`config.mk`:
```
export PLATFORM = sky130hd
export DESIGN_NAME = audio_fifo_pair
export DESIGN_NICKNAME = d
export VERILOG_FILES = /design/src/rtl/afp_pkg.sv /design/src/rtl/afp_fifo_store.sv /design/src/rtl/afp_ctrl.sv /design/src/rtl/audio_fifo_pair.sv
export SDC_FILE = /design/constraint.sdc
export NUM_CORES = 1
export LEC_CHECK = 0
export BUFFER_PORTS_ARGS = -buffer_cell sky130_fd_sc_hd__buf_4
export CAP_MARGIN = 20
export CORE_ASPECT_RATIO = 0.6
export CORE_MARGIN = 2
export CORE_UTILIZATION = 55
export CTS_BUF_LIST = sky130_fd_sc_hd__clkbuf_4
export CTS_CLUSTER_DIAMETER = 200
export DETAILED_ROUTE_END_ITERATION = 6
export GPL_TIMING_DRIVEN = 0
export PLACE_DENSITY_LB_ADDON = 0.25
export RECOVER_POWER = 25
export SLEW_MARGIN = 25
export SYNTH_ARGS = -nofsm -noshare
export SYNTH_HDL_FRONTEND = slang
export SYNTH_SLANG_ARGS = --single-unit
```
`constraint.sdc`:
```
create_clock -name clk -period 5.42 [get_ports clk]
set_input_delay 0.271 -clock clk [delete_from_list [all_inputs] [get_ports clk]]
set_output_delay 0.271 -clock clk [all_outputs]
set_load 0.05 [all_outputs]
```
`src/rtl/afp_pkg.sv`:
```
package afp_pkg;
  // Strobes from control to a queue datapath; already qualified by status.
  typedef struct packed {
    logic push;
    logic pop;
    logic clear;
  } fifoStb_t;

  localparam int FLAG_RX_UDF = 0;
  localparam int FLAG_RX_OVF = 1;
  localparam int FLAG_TX_UDF = 2;
  localparam int FLAG_TX_OVF = 3;
  localparam int FLAG_N      = 4;

  localparam int IE_RX_UDF = 0;
  localparam int IE_RX_OVF = 1;
  localparam int IE_RX_THR = 2;
  localparam int IE_TX_UDF = 3;
  localparam int IE_TX_OVF = 4;
  localparam int IE_TX_THR = 5;
  localparam int IE_ZC_R   = 6;
  localparam int IE_ZC_L   = 7;
  localparam int IE_N      = 8;
endpackage

```
`src/rtl/afp_fifo_store.sv`:
```
module afp_fifo_store
  import afp_pkg::*;
#(
  parameter int WIDTH = 32,
  parameter int DEPTH = 8,
  parameter int LVL_W = $clog2(DEPTH + 1)
) (
  input  logic             clk,
  input  logic             rst_n,
  input  fifoStb_t         stb,
  input  logic [WIDTH-1:0] wrData,
  output logic [WIDTH-1:0] rdData,
  output logic [LVL_W-1:0] level,
  output logic             full,
  output logic             empty
);
  localparam int PTR_W = (DEPTH > 1) ? $clog2(DEPTH) : 1;

  logic [WIDTH-1:0] mem [DEPTH];
  logic [PTR_W-1:0] wrPtr, rdPtr, wrNext, rdNext;
  logic [LVL_W-1:0] count;

  // Pointer advance: free wrap for power-of-two depths, compare otherwise.
  generate
    if ((1 << PTR_W) == DEPTH) begin : g_pow2
      assign wrNext = wrPtr + PTR_W'(1);
      assign rdNext = rdPtr + PTR_W'(1);
    end else begin : g_wrap
      assign wrNext = (wrPtr == PTR_W'(DEPTH - 1)) ? '0 : wrPtr + PTR_W'(1);
      assign rdNext = (rdPtr == PTR_W'(DEPTH - 1)) ? '0 : rdPtr + PTR_W'(1);
    end
  endgenerate

  // Storage has no reset; a clear only moves pointers.
  always_ff @(posedge clk) begin
    if (stb.push && !stb.clear) mem[wrPtr] <= wrData;
  end

  always_ff @(posedge clk or negedge rst_n) begin
    if (!rst_n) begin
      wrPtr <= '0;
      rdPtr <= '0;
      count <= '0;
    end else if (stb.clear) begin
      wrPtr <= '0;
      rdPtr <= '0;
      count <= '0;
    end else begin
      if (stb.push) wrPtr <= wrNext;
      if (stb.pop)  rdPtr <= rdNext;
      case ({stb.push, stb.pop})
        2'b10:   count <= count + LVL_W'(1);
        2'b01:   count <= count - LVL_W'(1);
        default: count <= count;
      endcase
    end
  end

  assign rdData = mem[rdPtr];
  assign level  = count;
  assign full   = (count == LVL_W'(DEPTH));
  assign empty  = (count == '0);

  a_r1_level_bound: assert property (@(posedge clk) disable iff (!rst_n)
    count <= LVL_W'(DEPTH));

  a_r4_push_needs_room: assert property (@(posedge clk) disable iff (!rst_n)
    stb.push |-> !full);

  a_r8_clear_empties: assert property (@(posedge clk) disable iff (!rst_n)
    stb.clear |=> (count == '0));

  a_r11_pushpop_hold: assert property (@(posedge clk) disable iff (!rst_n)
    (stb.push && stb.pop && !stb.clear) |=> $stable(count));
endmodule

```
`src/rtl/afp_ctrl.sv`:
```
module afp_ctrl
  import afp_pkg::*;
#(
  parameter int DEPTH = 8,
  parameter int THR_W = 3,
  parameter int LVL_W = $clog2(DEPTH + 1)
) (
  input  logic              clk,
  input  logic              rst_n,
  input  logic              busTxWrite,
  input  logic              busRxRead,
  input  logic              engTxPop,
  input  logic              engRxPush,
  input  logic              clrTxWr,
  input  logic              clrRxWr,
  input  logic [FLAG_N-1:0] stickyClr,
  input  logic [THR_W-1:0]  txThresh,
  input  logic [THR_W-1:0]  rxThresh,
  input  logic              txDmaEn,
  input  logic              rxDmaEn,
  input  logic [IE_N-1:0]   intEn,
  input  logic              zcLeft,
  input  logic              zcRight,
  input  logic [LVL_W-1:0]  txLevel,
  input  logic [LVL_W-1:0]  rxLevel,
  input  logic              txFull,
  input  logic              txEmpty,
  input  logic              rxFull,
  input  logic              rxEmpty,
  output fifoStb_t          txStb,
  output fifoStb_t          rxStb,
  output logic              txThrFlag,
  output logic              rxThrFlag,
  output logic [FLAG_N-1:0] stickyFlags,
  output logic [1:0]        clrPending,
  output logic              txDmaReq,
  output logic              rxDmaReq,
  output logic              txIrq,
  output logic              rxIrq,
  output logic              anyIrq
);
  logic clrTxPend, clrRxPend;
  logic [FLAG_N-1:0] flagSet, flagQ;

  // Qualified strobes; a pending clear masks all traffic on its queue.
  always_comb begin
    txStb.clear = clrTxPend;
    txStb.push  = busTxWrite && !txFull  && !clrTxPend;
    txStb.pop   = engTxPop   && !txEmpty && !clrTxPend;
    rxStb.clear = clrRxPend;
    rxStb.push  = engRxPush  && !rxFull  && !clrRxPend;
    rxStb.pop   = busRxRead  && !rxEmpty && !clrRxPend;
  end

  always_comb begin
    flagSet              = '0;
    flagSet[FLAG_TX_OVF] = busTxWrite && txFull  && !clrTxPend;
    flagSet[FLAG_TX_UDF] = engTxPop   && txEmpty && !clrTxPend;
    flagSet[FLAG_RX_OVF] = engRxPush  && rxFull  && !clrRxPend;
    flagSet[FLAG_RX_UDF] = busRxRead  && rxEmpty && !clrRxPend;
  end

  // Set has priority over write-one-to-clear.
  always_ff @(posedge clk or negedge rst_n) begin
    if (!rst_n) flagQ <= '0;
    else        flagQ <= flagSet | (flagQ & ~stickyClr);
  end

  // Clear bits: set by a write, held one cycle while the clear executes.
  always_ff @(posedge clk or negedge rst_n) begin
    if (!rst_n) begin
      clrTxPend <= 1'b0;
      clrRxPend <= 1'b0;
    end else begin
      clrTxPend <= clrTxWr;
      clrRxPend <= clrRxWr;
    end
  end

  assign txThrFlag   = (txLevel <= LVL_W'(txThresh));
  assign rxThrFlag   = (rxLevel >= LVL_W'(rxThresh));
  assign stickyFlags = flagQ;
  assign clrPending  = {clrRxPend, clrTxPend};
  assign txDmaReq    = txDmaEn && !txFull;
  assign rxDmaReq    = rxDmaEn && !rxEmpty;

  assign rxIrq = (intEn[IE_RX_UDF] && flagQ[FLAG_RX_UDF])
              || (intEn[IE_RX_OVF] && flagQ[FLAG_RX_OVF])
              || (intEn[IE_RX_THR] && rxThrFlag);
  assign txIrq = (intEn[IE_TX_UDF] && flagQ[FLAG_TX_UDF])
              || (intEn[IE_TX_OVF] && flagQ[FLAG_TX_OVF])
              || (intEn[IE_TX_THR] && txThrFlag)
              || (intEn[IE_ZC_R]   && zcRight)
              || (intEn[IE_ZC_L]   && zcLeft);
  assign anyIrq = txIrq || rxIrq;

  a_r4_ovf_sticky: assert property (@(posedge clk) disable iff (!rst_n)
    (flagQ[FLAG_TX_OVF] && !stickyClr[FLAG_TX_OVF]) |=> flagQ[FLAG_TX_OVF]);

  a_r12_set_wins: assert property (@(posedge clk) disable iff (!rst_n)
    (busTxWrite && txFull && !clrTxPend) |=> flagQ[FLAG_TX_OVF]);

  a_r8_clear_self_drops: assert property (@(posedge clk) disable iff (!rst_n)
    (clrTxPend && !clrTxWr) |=> !clrTxPend);

  a_r9_rx_dma_has_data: assert property (@(posedge clk) disable iff (!rst_n)
    rxDmaReq |-> (rxLevel != '0));
endmodule

```
`src/rtl/audio_fifo_pair.sv`:
```
module audio_fifo_pair
  import afp_pkg::*;
#(
  parameter int WIDTH = 32,
  parameter int DEPTH = 8,
  parameter int THR_W = 3,
  parameter int LVL_W = $clog2(DEPTH + 1)
) (
  input  logic              clk,
  input  logic              rst_n,
  input  logic              busTxWrite,
  input  logic [WIDTH-1:0]  busTxData,
  input  logic              busRxRead,
  output logic [WIDTH-1:0]  busRxData,
  input  logic              engTxPop,
  output logic [WIDTH-1:0]  engTxData,
  input  logic              engRxPush,
  input  logic [WIDTH-1:0]  engRxData,
  input  logic              clrTxWr,
  input  logic              clrRxWr,
  input  logic [FLAG_N-1:0] stickyClr,
  input  logic [THR_W-1:0]  txThresh,
  input  logic [THR_W-1:0]  rxThresh,
  input  logic              txDmaEn,
  input  logic              rxDmaEn,
  input  logic [IE_N-1:0]   intEn,
  input  logic              zcLeft,
  input  logic              zcRight,
  output logic [LVL_W-1:0]  txLevel,
  output logic [LVL_W-1:0]  rxLevel,
  output logic              txFull,
  output logic              txEmpty,
  output logic              rxFull,
  output logic              rxEmpty,
  output logic              txThrFlag,
  output logic              rxThrFlag,
  output logic [FLAG_N-1:0] stickyFlags,
  output logic [1:0]        clrPending,
  output logic              txDmaReq,
  output logic              rxDmaReq,
  output logic              txIrq,
  output logic              rxIrq,
  output logic              anyIrq
);
  fifoStb_t txStb, rxStb;

  afp_ctrl #(.DEPTH(DEPTH), .THR_W(THR_W), .LVL_W(LVL_W)) u_ctrl (
    .clk(clk), .rst_n(rst_n),
    .busTxWrite(busTxWrite), .busRxRead(busRxRead),
    .engTxPop(engTxPop), .engRxPush(engRxPush),
    .clrTxWr(clrTxWr), .clrRxWr(clrRxWr), .stickyClr(stickyClr),
    .txThresh(txThresh), .rxThresh(rxThresh),
    .txDmaEn(txDmaEn), .rxDmaEn(rxDmaEn), .intEn(intEn),
    .zcLeft(zcLeft), .zcRight(zcRight),
    .txLevel(txLevel), .rxLevel(rxLevel),
    .txFull(txFull), .txEmpty(txEmpty), .rxFull(rxFull), .rxEmpty(rxEmpty),
    .txStb(txStb), .rxStb(rxStb),
    .txThrFlag(txThrFlag), .rxThrFlag(rxThrFlag),
    .stickyFlags(stickyFlags), .clrPending(clrPending),
    .txDmaReq(txDmaReq), .rxDmaReq(rxDmaReq),
    .txIrq(txIrq), .rxIrq(rxIrq), .anyIrq(anyIrq)
  );

  afp_fifo_store #(.WIDTH(WIDTH), .DEPTH(DEPTH), .LVL_W(LVL_W)) u_txStore (
    .clk(clk), .rst_n(rst_n), .stb(txStb),
    .wrData(busTxData), .rdData(engTxData),
    .level(txLevel), .full(txFull), .empty(txEmpty)
  );

  afp_fifo_store #(.WIDTH(WIDTH), .DEPTH(DEPTH), .LVL_W(LVL_W)) u_rxStore (
    .clk(clk), .rst_n(rst_n), .stb(rxStb),
    .wrData(engRxData), .rdData(busRxData),
    .level(rxLevel), .full(rxFull), .empty(rxEmpty)
  );
endmodule

```
==> results.md <==
- Port bufs: 182
- Synth Net Count: 1045
- RSZ-0062 raised after global routing: false
- TritonCTS clock tree: done
- VDD IR max: 0.000256 V
- Reg clk slew, reported paths: 0.09 ns
- Placed cell area: 23600 sq um
- Number of synthesized flops with an enable pin: 512
- Dpl hpwl: about 28000 um
- Ys flop type: edfxtp_1
- Core Area: 37600 sq um
- Drt total wl: ~44000 um
- Register bit total from synthesis: 538
- CP Depth: 5
- Maxcap violations: 0
- PnR worst setup slack: 1.79 ns
- Gpl congestion: 0.776
- Max Root-Sink Buffers: 3
- Status: complete, no violations
- Clock latency on the worst-skew pair: between 0.7 and 0.8 ns
- Top delay family on crit path: buffers and inverters
- Setup Skew: 0.0323 ns
- Clk sinks: 538
- Worst-case reg-to-reg path depth: 10
- # resized after CTS: 0
- Worst Setup Path Type: reg2out
- Min-Delay Path Class: in2reg
- Fraction of layout cells with a size suffix above 1: 40.5%
- I/O pin total: 183
- Switching Power: around 3.3 mW
- CP Data Required Time: 5.15 ns
- Max FO, Critical Path: 10
- Clock group share of total power: 28.3%
- Final Hold Viols: 0
- Detail Route Antenna Nets: 0
- Post-synth ARST share: ~4.8%
- Area Overhead vs Synth: 22.9%
- Synth Instances: approximately 940
- Critical Path Max Stage Delay: 0.68 ns
- Crit path buf inv count: 3
- Largest net degree at the start of global routing: 27
- Final Slew Violations: 0
- R2R Setup Slk: 2.13 ns
- P_leak: 8.69 nW
- CTS Buf Count: 118
- Worst setup SP type: flop
- Sequential share of power: between 40 and 50%
- Antenna violations before repair: 2
- Slew @ Worst Pin: slightly below 1 ns
- First-pass GRT wire length: roughly 68000 um
- Initial Util: between 50% and 60%
- Fin crit period: 3.63 ns
- Setup violations, final: 0
- Avg Vias per Cell: 5.58
- Comb pwr share: 27.0%
- Hold depth: 2
- Crit-path cells: clkbuf_1, clkbuf_1, mux4_2, mux2_2, buf_4
- Sw Share: 30.9%
- GRT Resource Usage Total: 23.1%
- H-tree Lvls: 3
- Root Driver: clkbuf_4
- Fin area: between 20000 and 30000 sq um
- Fin nets: 1462
- CP Capture Type: output port
- Crit path arrival time: 3.36 ns
- Hold buffer count at CTS: 81
- Sequential cell area fraction in the yosys report: 76.7%
- Iteration-0 DRC Markers: 729
- Place WS: 2.11 ns
- Die height: between 150 and 200 um
- Synthesis Warnings: 0
- Vias in the first global route: 11686
- Worst-path cell with the longest stage delay: clkbuf_1
- Netlist Area Pre-Place: 20900 sq um
- Power per Cell Area: between 400 and 500 nW/um^2
- Die area: 39600 sq um
- Via count: 10891
- Remaining DRCs: 0
- Slew HR: 35.1%
- Gr ovfl total: 0
- Crit path top cell by count: clkbuf_1
- Fmax: about 0.28 GHz
- Total setup buffers inserted after CTS: 0
- Internal Power: 7.38 mW
- Crit share post-route: 67.0%
- Drt pass-1 iters: 5
- Routed len/inst: 22.8 um
- Synth cell types: 49
- Mapped Avg Cell Area: 22.3 sq um
- Row Count: 55
- Die Width: 256 um
## Yosys cell counts (3+ instances only)
library cell | n | area (sq um)
clkbuf_1 | 25 | 93.8
mux2i_1 | 4 | 40.0
ha_1 | 14 | 175
xor2_1 | 9 | 78.8
nor2_1 | 34 | 128
inv_1 | 16 | 60.1
nand2_1 | 14 | 52.6
nor3_1 | 4 | 20.0
nand3_1 | 8 | 40.0
xnor2_1 | 7 | 61.3
mux2_2 | 64 | 721
o22ai_1 | 3 | 18.8
o21ai_0 | 3 | 15.0
dfrtp_1 | 26 | 651
a21oi_1 | 4 | 20.0
a21o_1 | 3 | 22.5
edfxtp_1 | 512 | 15400
buf_2 | 14 | 70.1
or3_1 | 3 | 18.8
nand2b_1 | 8 | 50.1
mux4_2 | 128 | 2880
## registers in the layout (all words and copies together), names as in the netlist
signal	cells
u_ctrl.clrRxPend	1
u_ctrl.clrTxPend	1
u_ctrl.stickyFlags	4
u_rxStore.level	4
u_rxStore.mem	256
u_rxStore.rdPtr	3
u_rxStore.wrPtr	3
u_txStore.level	4
u_txStore.mem	256
u_txStore.rdPtr	3
u_txStore.wrPtr	3
## worst reg2reg max path: cells and delay by family, from the launching register on
| family | cells | cell delay (ns) |
|---|---|---|
| buf+inv | 7 | 1.35 |
| flops | 1 | 0.40 |
| simple gates | 3 | 1.26 |
## placed cells by master, fill, tap and decap left out, types with 9 or more instances in the layout
cell / instances
edfxtp_1: 512
clkbuf_4: 181
buf_4: 146
mux4_2: 128
dlygate4sd3_1: 80
clkbuf_1: 72
mux2_2: 64
dfrtp_1: 26
nor2_1: 22
clkinv_1: 22
inv_1: 16
buf_2: 14
nand2_1: 14
ha_1: 14
nor2_4: 12
buf_16: 11
xor2_1: 9
## layout make-up
| cell class | instances | area, sq um |
|---|---|---|
| Multi-Input combinational cell | 338 | 4720 |
| Antenna cell | 2 | 5.00 |
| Inverter | 17 | 63.8 |
| Tap cell | 513 | 642 |
| Buffer | 44 | 199 |
| Fill cell | 2499 | 11900 |
| Timing Repair Buffer | 297 | 2550 |
| Sequential cell | 538 | 16000 |
| Clock buffer | 179 | 1340 |
| Clock inverter | 24 | 121 |
## metrics by stage
stage	setup TNS [ns]	hold slack, ns	instances	utilization (%)	power (mW)
2_1_floorplan	0	-0.0246	937	-	6.88
4_1_cts	0	0.0342	1950	68.8	10.8
3_3_place_gp	-95.99	0.212	1632	61.0	7.66
5_1_grt	0	0.0712	1952	68.3	11.2
3_5_place_dp	0	0.214	1666	62.7	7.73
6_report	0	0.145	1952	68.3	10.7
## worst paths after layout
check / from / endpoint
worst max-delay path: u_rxStore.rdPtr[1] / busRxData[29]
worst min-delay path: clrTxWr / u_ctrl.clrTxPend
worst max register to register: u_rxStore.level[0] / u_rxStore.mem[0][18]
worst min register to register: u_txStore.wrPtr[0] / u_txStore.wrPtr[0]
max in group asynchronous: rst_n / u_txStore.level[2]
min in group asynchronous: rst_n / u_txStore.rdPtr[1]
## metal layers
layer / GRT usage, % / part of all wire, % / up-vias
met5: 0 / 0 / -
met4: 6.29 / 1.1 / 0
met3: 5.10 / 6.3 / 48
met2: 35.4 / 48 / 376
met1: 34.1 / 45 / 5662
li1: - / - / 4805
## power groups by stage
| stage | logic [mW] | registers, mW | clock network, mW |
|---|---|---|---|
| after floorplan | 1.95 | 4.93 | 0 |
| after global placement | 2.79 | 4.87 | 0 |
| after detailed placement | 2.87 | 4.86 | 0 |
| after CTS | 2.94 | 4.77 | 3.10 |
| after global routing | 3.06 | 4.78 | 3.32 |
| final | 2.89 | 4.77 | 3.02 |
## kinds of logic (layout without fill, tap and decap cells)
group	after synthesis	count (layout)	share of synthesized area [%]
buffers and inverters	61	561	1.25
muxes	196	196	17.4
adders and majority gates	14	14	0.838
and+or+nand+nor	80	80	1.81
AOI/OAI and AO/OA	31	31	1.22
DFF	538	538	76.7
other	0	2	0
xor gates and xnor gates	17	17	0.749
Note: power is estimated with default switching activity, not from simulation.
